==> config.mk <==
export PLATFORM = sky130hd
export DESIGN_NAME = xfer_byte_buffer
export DESIGN_NICKNAME = d
export VERILOG_FILES = /design/src/rtl/xfer_byte_buffer_pkg.sv /design/src/rtl/xfer_byte_buffer_level.sv /design/src/rtl/xfer_byte_buffer_store.sv /design/src/rtl/xfer_byte_buffer.sv
export SDC_FILE = /design/constraint.sdc
export NUM_CORES = 1
export LEC_CHECK = 0
export BUFFER_PORTS_ARGS = -buffer_cell sky130_fd_sc_hd__buf_2
export CELL_PAD_IN_SITES_DETAIL_PLACEMENT = 1
export CELL_PAD_IN_SITES_GLOBAL_PLACEMENT = 1
export CORE_ASPECT_RATIO = 1.75
export CORE_MARGIN = 2
export CORE_UTILIZATION = 34
export DETAILED_ROUTE_END_ITERATION = 6
export HOLD_SLACK_MARGIN = 0.05
export PLACE_DENSITY_LB_ADDON = 0.1
export SYNTH_ARGS = -nofsm -noshare
export SYNTH_HDL_FRONTEND = slang
export SYNTH_SLANG_ARGS = --single-unit
export TNS_END_PERCENT = 20
==> constraint.sdc <==
create_clock -name clk -period 4.1 [get_ports clk]
set_clock_uncertainty 0.2 [all_clocks]
set_input_delay 0.615 -clock clk [delete_from_list [all_inputs] [get_ports clk]]
set_output_delay 0.615 -clock clk [all_outputs]
set_load 0.02 [all_outputs]
==> src/rtl/xfer_byte_buffer_pkg.sv <==
package xfer_byte_buffer_pkg;

   // Width of a counter that must hold the values 0..depth inclusive.
   function automatic int level_width(input int depth);
      return $clog2(depth + 1);
   endfunction

   // Source selected for each entry on a clock edge.
   typedef enum logic [1:0] {
      SRC_HOLD  = 2'd0,
      SRC_CLEAR = 2'd1,
      SRC_LOAD  = 2'd2,
      SRC_SHIFT = 2'd3
   } entry_src_e;

endpackage

==> src/rtl/xfer_byte_buffer_level.sv <==
module xfer_byte_buffer_level #(
   parameter int DEPTH = 4,
   parameter int LVL_W = 3
) (
   input  logic             clk,
   input  logic             rst_n,
   input  logic             clear,
   input  logic             load,
   input  logic [LVL_W-1:0] load_cnt,
   input  logic             push,
   input  logic             pop,
   output logic [LVL_W-1:0] level,
   output logic [LVL_W-1:0] push_idx,
   output logic             pop_ok,
   output logic             push_ok,
   output logic             has_data,
   output logic             full
);

   localparam logic [LVL_W-1:0] DEPTH_L = LVL_W'(DEPTH);
   localparam logic [LVL_W-1:0] ZERO_L  = '0;

   logic [LVL_W-1:0] cnt_q;
   logic [LVL_W-1:0] cnt_d;
   logic [LVL_W-1:0] post_pop;
   logic [LVL_W-1:0] load_lvl;
   logic             sw_allowed;

   assign sw_allowed = ~clear & ~load;
   assign pop_ok     = sw_allowed & pop & (cnt_q != ZERO_L);
   assign post_pop   = cnt_q - LVL_W'(pop_ok);
   assign push_ok    = sw_allowed & push & (post_pop < DEPTH_L);
   assign push_idx   = post_pop;
   assign load_lvl   = (load_cnt > DEPTH_L) ? DEPTH_L : load_cnt;

   always_comb begin
      if (clear) begin
         cnt_d = ZERO_L;
      end else if (load) begin
         cnt_d = load_lvl;
      end else begin
         cnt_d = post_pop + LVL_W'(push_ok);
      end
   end

   always_ff @(posedge clk or negedge rst_n) begin
      if (!rst_n) begin
         cnt_q <= ZERO_L;
      end else begin
         cnt_q <= cnt_d;
      end
   end

   assign level    = cnt_q;
   assign has_data = (cnt_q != ZERO_L);
   assign full     = (cnt_q == DEPTH_L);

   // level never passes the depth, so full is the ceiling
   p_level_bound_r3: assert property (@(posedge clk) disable iff (!rst_n)
      cnt_q <= DEPTH_L);

   // a lone push into a full buffer leaves the level alone
   p_drop_when_full_r2: assert property (@(posedge clk) disable iff (!rst_n)
      (full && push && !pop && !load && !clear) |=> (cnt_q == DEPTH_L));

   // a pop from empty changes nothing
   p_empty_pop_r4: assert property (@(posedge clk) disable iff (!rst_n)
      (!has_data && pop && !push && !load && !clear) |=> (cnt_q == ZERO_L));

   // a plain pop lowers the level by one
   p_pop_dec_r5: assert property (@(posedge clk) disable iff (!rst_n)
      (has_data && pop && !push && !load && !clear) |=> (cnt_q == $past(cnt_q) - 1'b1));

   // a bulk load or clear masks the software strobes
   p_load_wins_r9: assert property (@(posedge clk) disable iff (!rst_n)
      (load || clear) |-> (!pop_ok && !push_ok));

   // clear empties the buffer on the next edge
   p_clear_empty_r6: assert property (@(posedge clk) disable iff (!rst_n)
      clear |=> (cnt_q == ZERO_L));

endmodule

==> src/rtl/xfer_byte_buffer_store.sv <==
module xfer_byte_buffer_store
   import xfer_byte_buffer_pkg::*;
#(
   parameter int DEPTH = 4,
   parameter int WIDTH = 8,
   parameter int LVL_W = 3
) (
   input  logic                   clk,
   input  logic                   rst_n,
   input  logic                   clear,
   input  logic                   load,
   input  logic [LVL_W-1:0]       load_cnt,
   input  logic [DEPTH*WIDTH-1:0] load_data,
   input  logic                   pop_ok,
   input  logic                   push_ok,
   input  logic [LVL_W-1:0]       push_idx,
   input  logic [WIDTH-1:0]       wdata,
   output logic [DEPTH*WIDTH-1:0] entries
);

   localparam int               TOTAL_W = DEPTH * WIDTH;
   localparam logic [WIDTH-1:0] ZERO_B  = '0;

   logic [WIDTH-1:0] ent_q [DEPTH];

   for (genvar i = 0; i < DEPTH; i++) begin : g_entry
      localparam logic [LVL_W-1:0] IDX = LVL_W'(i);

      entry_src_e       src;
      logic [WIDTH-1:0] upper;
      logic [WIDTH-1:0] shifted;
      logic [WIDTH-1:0] ent_d;

      // Byte that slides in from above on a pop; the top entry takes zero.
      if (i == DEPTH - 1) begin : g_top
         assign upper = ZERO_B;
      end else begin : g_mid
         assign upper = ent_q[i+1];
      end

      always_comb begin
         if (clear) begin
            src = SRC_CLEAR;
         end else if (load) begin
            src = SRC_LOAD;
         end else if (pop_ok || push_ok) begin
            src = SRC_SHIFT;
         end else begin
            src = SRC_HOLD;
         end
      end

      always_comb begin
         shifted = pop_ok ? upper : ent_q[i];
         if (push_ok && (push_idx == IDX)) begin
            shifted = wdata;
         end
      end

      always_comb begin
         unique case (src)
            SRC_CLEAR: ent_d = ZERO_B;
            SRC_LOAD:  ent_d = (IDX < load_cnt) ? load_data[i*WIDTH +: WIDTH] : ZERO_B;
            SRC_SHIFT: ent_d = shifted;
            default:   ent_d = ent_q[i];
         endcase
      end

      always_ff @(posedge clk or negedge rst_n) begin
         if (!rst_n) begin
            ent_q[i] <= ZERO_B;
         end else begin
            ent_q[i] <= ent_d;
         end
      end

      assign entries[i*WIDTH +: WIDTH] = ent_q[i];
   end

   // every entry is zero after a clear
   p_clear_zero_r6: assert property (@(posedge clk) disable iff (!rst_n)
      clear |=> (entries == TOTAL_W'(0)));

   // a lone pop moves entry 1 into entry 0
   p_shift_down_r5: assert property (@(posedge clk) disable iff (!rst_n)
      (pop_ok && !push_ok && !clear && !load)
         |=> (entries[WIDTH-1:0] == $past(entries[2*WIDTH-1:WIDTH])));

endmodule

==> src/rtl/xfer_byte_buffer.sv <==
module xfer_byte_buffer
   import xfer_byte_buffer_pkg::*;
#(
   parameter int               DEPTH      = 4,
   parameter int               WIDTH      = 8,
   parameter logic [WIDTH-1:0] EMPTY_FILL = 8'hFF,
   localparam int              LVL_W      = level_width(DEPTH)
) (
   input  logic                   clk,
   input  logic                   rst_n,
   input  logic                   soft_rst,
   input  logic                   flush,
   input  logic                   sw_push,
   input  logic [WIDTH-1:0]       sw_wdata,
   input  logic                   sw_pop,
   output logic [WIDTH-1:0]       sw_rdata,
   input  logic                   seq_load,
   input  logic [LVL_W-1:0]       seq_load_cnt,
   input  logic [DEPTH*WIDTH-1:0] seq_load_data,
   output logic [DEPTH*WIDTH-1:0] seq_entries,
   output logic [LVL_W-1:0]       level,
   output logic                   has_data,
   output logic                   full
);

   // Elaboration-time parameter checks.
   if (DEPTH < 2) begin : g_bad_depth
      $error("xfer_byte_buffer: DEPTH must be at least 2");
   end
   if (WIDTH < 1) begin : g_bad_width
      $error("xfer_byte_buffer: WIDTH must be at least 1");
   end

   logic             clear;
   logic             pop_ok;
   logic             push_ok;
   logic [LVL_W-1:0] push_idx;

   assign clear = flush | soft_rst;

   xfer_byte_buffer_level #(
      .DEPTH (DEPTH),
      .LVL_W (LVL_W)
   ) u_level (
      .clk      (clk),
      .rst_n    (rst_n),
      .clear    (clear),
      .load     (seq_load),
      .load_cnt (seq_load_cnt),
      .push     (sw_push),
      .pop      (sw_pop),
      .level    (level),
      .push_idx (push_idx),
      .pop_ok   (pop_ok),
      .push_ok  (push_ok),
      .has_data (has_data),
      .full     (full)
   );

   xfer_byte_buffer_store #(
      .DEPTH (DEPTH),
      .WIDTH (WIDTH),
      .LVL_W (LVL_W)
   ) u_store (
      .clk       (clk),
      .rst_n     (rst_n),
      .clear     (clear),
      .load      (seq_load),
      .load_cnt  (seq_load_cnt),
      .load_data (seq_load_data),
      .pop_ok    (pop_ok),
      .push_ok   (push_ok),
      .push_idx  (push_idx),
      .wdata     (sw_wdata),
      .entries   (seq_entries)
   );

   assign sw_rdata = has_data ? seq_entries[WIDTH-1:0] : EMPTY_FILL;

   // an empty pop leaves the stored bytes untouched
   p_empty_keeps_r4: assert property (@(posedge clk) disable iff (!rst_n)
      (!has_data && sw_pop && !sw_push && !seq_load && !clear) |=> $stable(seq_entries));

   // push with pop on a full buffer keeps it full
   p_swap_full_r10: assert property (@(posedge clk) disable iff (!rst_n)
      (full && sw_pop && sw_push && !seq_load && !clear) |=> full);

endmodule

Word-level counts from Yosys, hierarchy flattened
Cells that the tools add are included.
{ "op_classes": {"n_addsub": 2, "magnitude_cmp": 6, "n_eq_ne": 11, "n_mux": 23, "n_bitwise": 8, "n_reduce_logical": 12} }
{ "op_table": {"columns": ["cell", "n"], "rows": [
  ["$mux 8", 13],
  ["$pmux 8 s3", 4],
  ["$ne 3x2->1 const B", 4],
  ["$mux 3", 3],
  ["$reduce_and 2->1", 4],
  ["$eq 3x2->1 const B", 2],
  ["$lt 1x3->1 const A", 2],
  ["$lt 2x3->1 const A", 2],
  ["$mux 2", 3],
  ["$reduce_bool 3->1", 2],
  ["$and 1x1->1", 5],
  ["$eq 2x2->1 const B", 2],
  ["$logic_and 1x1->1", 4],
  ["$add 3x1->3", 1],
  ["$eq 3x1->1 const B", 1],
  ["$eq 3x3->1 const B", 1],
  ["$gt 3x3->1 const B", 1],
  ["$logic_not 3->1", 1],
  ["$lt 3x3->1 const B", 1],
  ["$sub 3x1->3", 1],
  ["$eq 2x1->1 const B", 1],
  ["$not 1->1", 2],
  ["$logic_or 1x1->1", 1],
  ["$or 1x1->1", 1]
]} }
{ "totals": {"register_bits": 35, "input_bits": 50, "output_inout_bits": 45, "word_cells": 67} }

Depth between registers and ports, before layout
{ "depth": {"word_depth": 15, "ltp_mapped": 14} }

Cells and area by module
From an unflattened synthesis, not the netlist that was laid out.
{ "hier_totals": {"hier_cells": 212, "area_unflattened_um2": 2077.0} }
{ "modules_own_cells": {"columns": ["mod", "n_inst", "cells_each", "area_per_inst_um2", "seq_area_each_um2"], "rows": [
  ["xfer_byte_buffer_store", 1, 175, 1773.0, 800.8],
  ["xfer_byte_buffer_level", 1, 28, 247.7, 75.1],
  ["xfer_byte_buffer", 1, 9, 56.3, 0.0]
]} }

Worst setup path before layout
Ideal clock, no wire load.
{ "synth_timing": {"path_kind": "register -> register", "start": "register u_level.cnt_q[2], in the netlist u_level.level[2]", "end": "register u_level.cnt_q[1], in the netlist u_level.level[1]", "setup_time_ns": 0.119, "arrival_time_ns": 2.739, "required_ns": 3.781, "setup_slack_ns": 1.042, "path_stages_with_launch": 15, "n_path_buf": 2, "period_less_slack_ns": 3.058, "path_cell_list": "dfrtp_1 -> buf_6 -> o31ai_4 -> buf_2 -> nor2_1 -> ha_1 -> ha_1 -> xnor2_1 -> nand3_1 -> inv_1 -> ha_1 -> ha_1 -> nor2b_1 -> a21oi_1 -> nor3_1"} }
{ "synth_via": {"elab_chain_cells": 8} }
{ "synth_rtl": {"columns": ["item", "line", "rtl"], "rows": [
  ["start: declaration", "xfer_byte_buffer_level.sv:23", "logic [LVL_W-1:0] cnt_q;"],
  ["start signal: assignment", "xfer_byte_buffer_level.sv:50", "cnt_q <= cnt_d;"],
  ["$reduce_bool 3->1", "xfer_byte_buffer_level.sv:30", "assign pop_ok = sw_allowed & pop & (cnt_q != ZERO_L);"],
  ["$and 1x1->1", "xfer_byte_buffer_level.sv:30", null],
  ["$sub 3x1->3 (*)", "xfer_byte_buffer_level.sv:31", "assign post_pop = cnt_q - LVL_W'(pop_ok);"],
  ["$lt 3x3->1", "xfer_byte_buffer_level.sv:32", "assign push_ok = sw_allowed & push & (post_pop < DEPTH_L);"],
  ["$and 1x1->1", "xfer_byte_buffer_level.sv:32", null],
  ["$add 3x1->3 (*)", "xfer_byte_buffer_level.sv:42", "cnt_d = post_pop + LVL_W'(push_ok);"],
  ["$mux 3 (*)", "xfer_byte_buffer_level.sv:39", "end else if (load) begin"],
  ["$mux 3 (*)", "xfer_byte_buffer_level.sv:37", "if (clear) begin"],
  ["named net u_level.cnt_d[1]", "xfer_byte_buffer_level.sv:24", "logic [LVL_W-1:0] cnt_d;"]
]} }
Mark *: on every way through the listed nets, which the timed path passes. The rest lies on a longest branch.
A chain may end at the register's enable or synchronous reset.

Worst setup path in the final report
Ends and elaborated chain as after synthesis.

==> qor.yml <==
status: "completed"
root_buffer: "clkbuf_8"
slew_viol_final: 0
crit_path_frequent_cell: "ha_1"
synthFlopType: "dfrtp_1"
worst_pin_slew_ns: 1.07
gr-usage-all-layers_pct: 19.6
synth_edf_count: 0
synth_warnings: 0
fin_crit_ns: 3.63
place_congestion: 0.851
ys_ff_latch: 35
drc_errors: 0
vias_per_cell: 5.06
clk_pin_slew_ns: 0.08
die_w_um: 63.7
synthCells: 228
synth.avg_cell_area_um2: 9.31
ant_nets: 0
setup_violations: 0
dieArea_um2: 6920
fillers: 744
cts_tree: "yes"
htreeDepth: 2
rr_startpoint: "u_level.level[2]"
dpl_cell_area_um2: 2640
vias: 2031
post_cts_resized: 0
yosysMostFrequentCell: "nand2_1"
initial_core_util_pct: 34.6
rsz0062_at_grt: "false"
area_delta_synth_final_pct: 29.3
grt_pass1_wl_mm: 10.5
final_layout_size_suffix_gt1_share_pct: 38.9
power_mw: 0.825
postCtsSetupRepairBufs: 0
antenna_cells: 0
clock_latency_ns: 0.28
grt-ovfl-total: 0
synth_area_leader_cell: "dfrtp_1"
cap_violations: 0
final_cells: 401
ir_drop_v: 0.000204
syn-num-nets: 282
crit_chain: "o31ai_4 -> nor2_1 -> ha_1 -> ha_1 -> xnor2_1 -> nand3_1 -> inv_1 -> ha_1 -> ha_1 -> nor2b_1 -> a21oi_1 -> nor3_1"
clockBufferDepth: 2
synth_top_area_share_pct: 41.2
syn_area_um2: 2120
endpoint_kind: "register"
drt-initial-drc-count: 60
ioPinCount: 95
crit_fanout: 26
die_height_um: 109
cp-startpoint: "u_level.level[2]"
start_kind: "register"
yosysSeqAreaShare_pct: 41.2
dpl.cell_count: 394
cpMaxStageDelayCell: "o31ai_4"
dpl.hpwl_mm: 4.98
path_buf_inv: 1
rows: 38
critPathRequiredTime_ns: 4.07
synthArstFlopShare_pct: 100
grt_max_degree: 36
core_area_um2: 6130
nets: 375
cts_hold_buf: 0
fin_crit_sh_pct: 88.5
synthTopCellsByArea: "dfrtp_1 41%, nand2_1 9.7%, a221o_1 7.5%"
cpLargestDelayFamily: "compound AO/OA/AOI/OAI gates"
design_area_um2: 2750
wirelength_mm: 6.32
ys_top_cells_by_count: "55 x nand2_1, 35 x dfrtp_1, 19 x a21oi_1, 16 x a221o_1, 13 x o21ai_0"
clkSinkCount: 35
fmaxAchievable_ghz: 0.275
critPathArrivalTime_ns: 3.60
wl_per_cell_um: 15.8
io_buffers: 94
drtPass1Iterations: 4
hold_viol: 0
synth.distinct_cells: 35
leakage_nw: 1.40
fin_tns_setup_ns: 0
hp-class: "in -> async"
antenna_found_initial: 0
power_density_nw_per_um2: 301
slew_headroom_pct: 28.5
numCtsBuffers: 5
worstSetupPathType: "reg -> reg"
grt_pass1_vias: 2112
critPathMaxStageDelay_ns: 0.94
## final timing paths
check | end | slack, ns | cells past startpoint
max | u_level.level[1] | 0.47 | 12
min | u_store.entries[7] | 0.21 | 1
max reg2reg | u_level.level[1] | 0.47 | 12
min reg2reg | u_store.g_entry[2].upper[2] | 0.31 | 1
max in group asynchronous | u_store.entries[3] | 2.96 | 1
min in group clk | u_store.g_entry[2].upper[2] | 0.31 | 1
## through the flow
stage	setup slack, ns	hold WS (ns)	util (%)
floorplan	1.04	0.119	-
global placement	0.602	0.288	43.0
detailed placement	0.488	0.291	43.0
CTS	0.472	0.244	44.8
global route	0.161	0.268	44.8
finish	0.470	0.214	44.8
## final cells by class
cell class | instances | area, µm² | area share, %
multi-input cells | 178 | 1170 | 42.5
well taps | 80 | 100 | 3.65
flip-flops and latches | 35 | 876 | 31.9
clock inverters | 2 | 37.5 | 1.37
repair buffers | 94 | 470 | 17.1
inverters | 7 | 26.3 | 0.957
clock buffers | 5 | 68.8 | 2.51
## worst reg2reg max path: stages (launching register included)
cell and delay, ns:
dfrtp_1 0.51, o31ai_4 0.94, nor2_1 0.09, ha_1 0.22, ha_1 0.23, xnor2_1 0.31, nand3_1 0.24, inv_1 0.12
ha_1 0.15, ha_1 0.22, nor2b_1 0.13, a21oi_1 0.12, nor3_1 0.06
## flip-flops by register name (all words and copies together), names as in the netlist
register               cells
u_store.g_entry.upper     24
u_store.entries            8
u_level.level              3
## power by group
group,internal [mW],leakage [nW],switching [mW]
clock network,0.178,0.0502,0.132
logic,0.0578,0.868,0.0915
registers,0.356,0.481,0.00965
## layout by cell type, fill, tap and decap left out, types with 7 or more instances in the layout
| cell type | instances |
|---|---|
| inv_1 | 7 |
| a21o_1 | 10 |
| buf_2 | 94 |
| a221o_1 | 16 |
| a22o_1 | 8 |
| dfrtp_1 | 35 |
| o21ai_0 | 13 |
| nand2_1 | 55 |
| or2_2 | 8 |
| a21oi_1 | 19 |
| and3_1 | 8 |
## metal layers
metal	wire length [µm]	global-route usage [%]
met4	84	5.75
met3	318	3.64
met2	3360	35.6
met5	0	0
met1	2560	23.2
## cell families (layout without fill, tap and decap cells)
family,Yosys count,in the layout,synth area share (%)
and+or+nand+nor,97,97,23.6
AOI/OAI and AO/OA,74,74,27.4
DFF,35,35,41.2
buffers and inverters,15,108,3.83
adders and majority gates,4,4,2.36
xor gates and xnor gates,3,3,1.59
(Power assumes the default switching activity.)
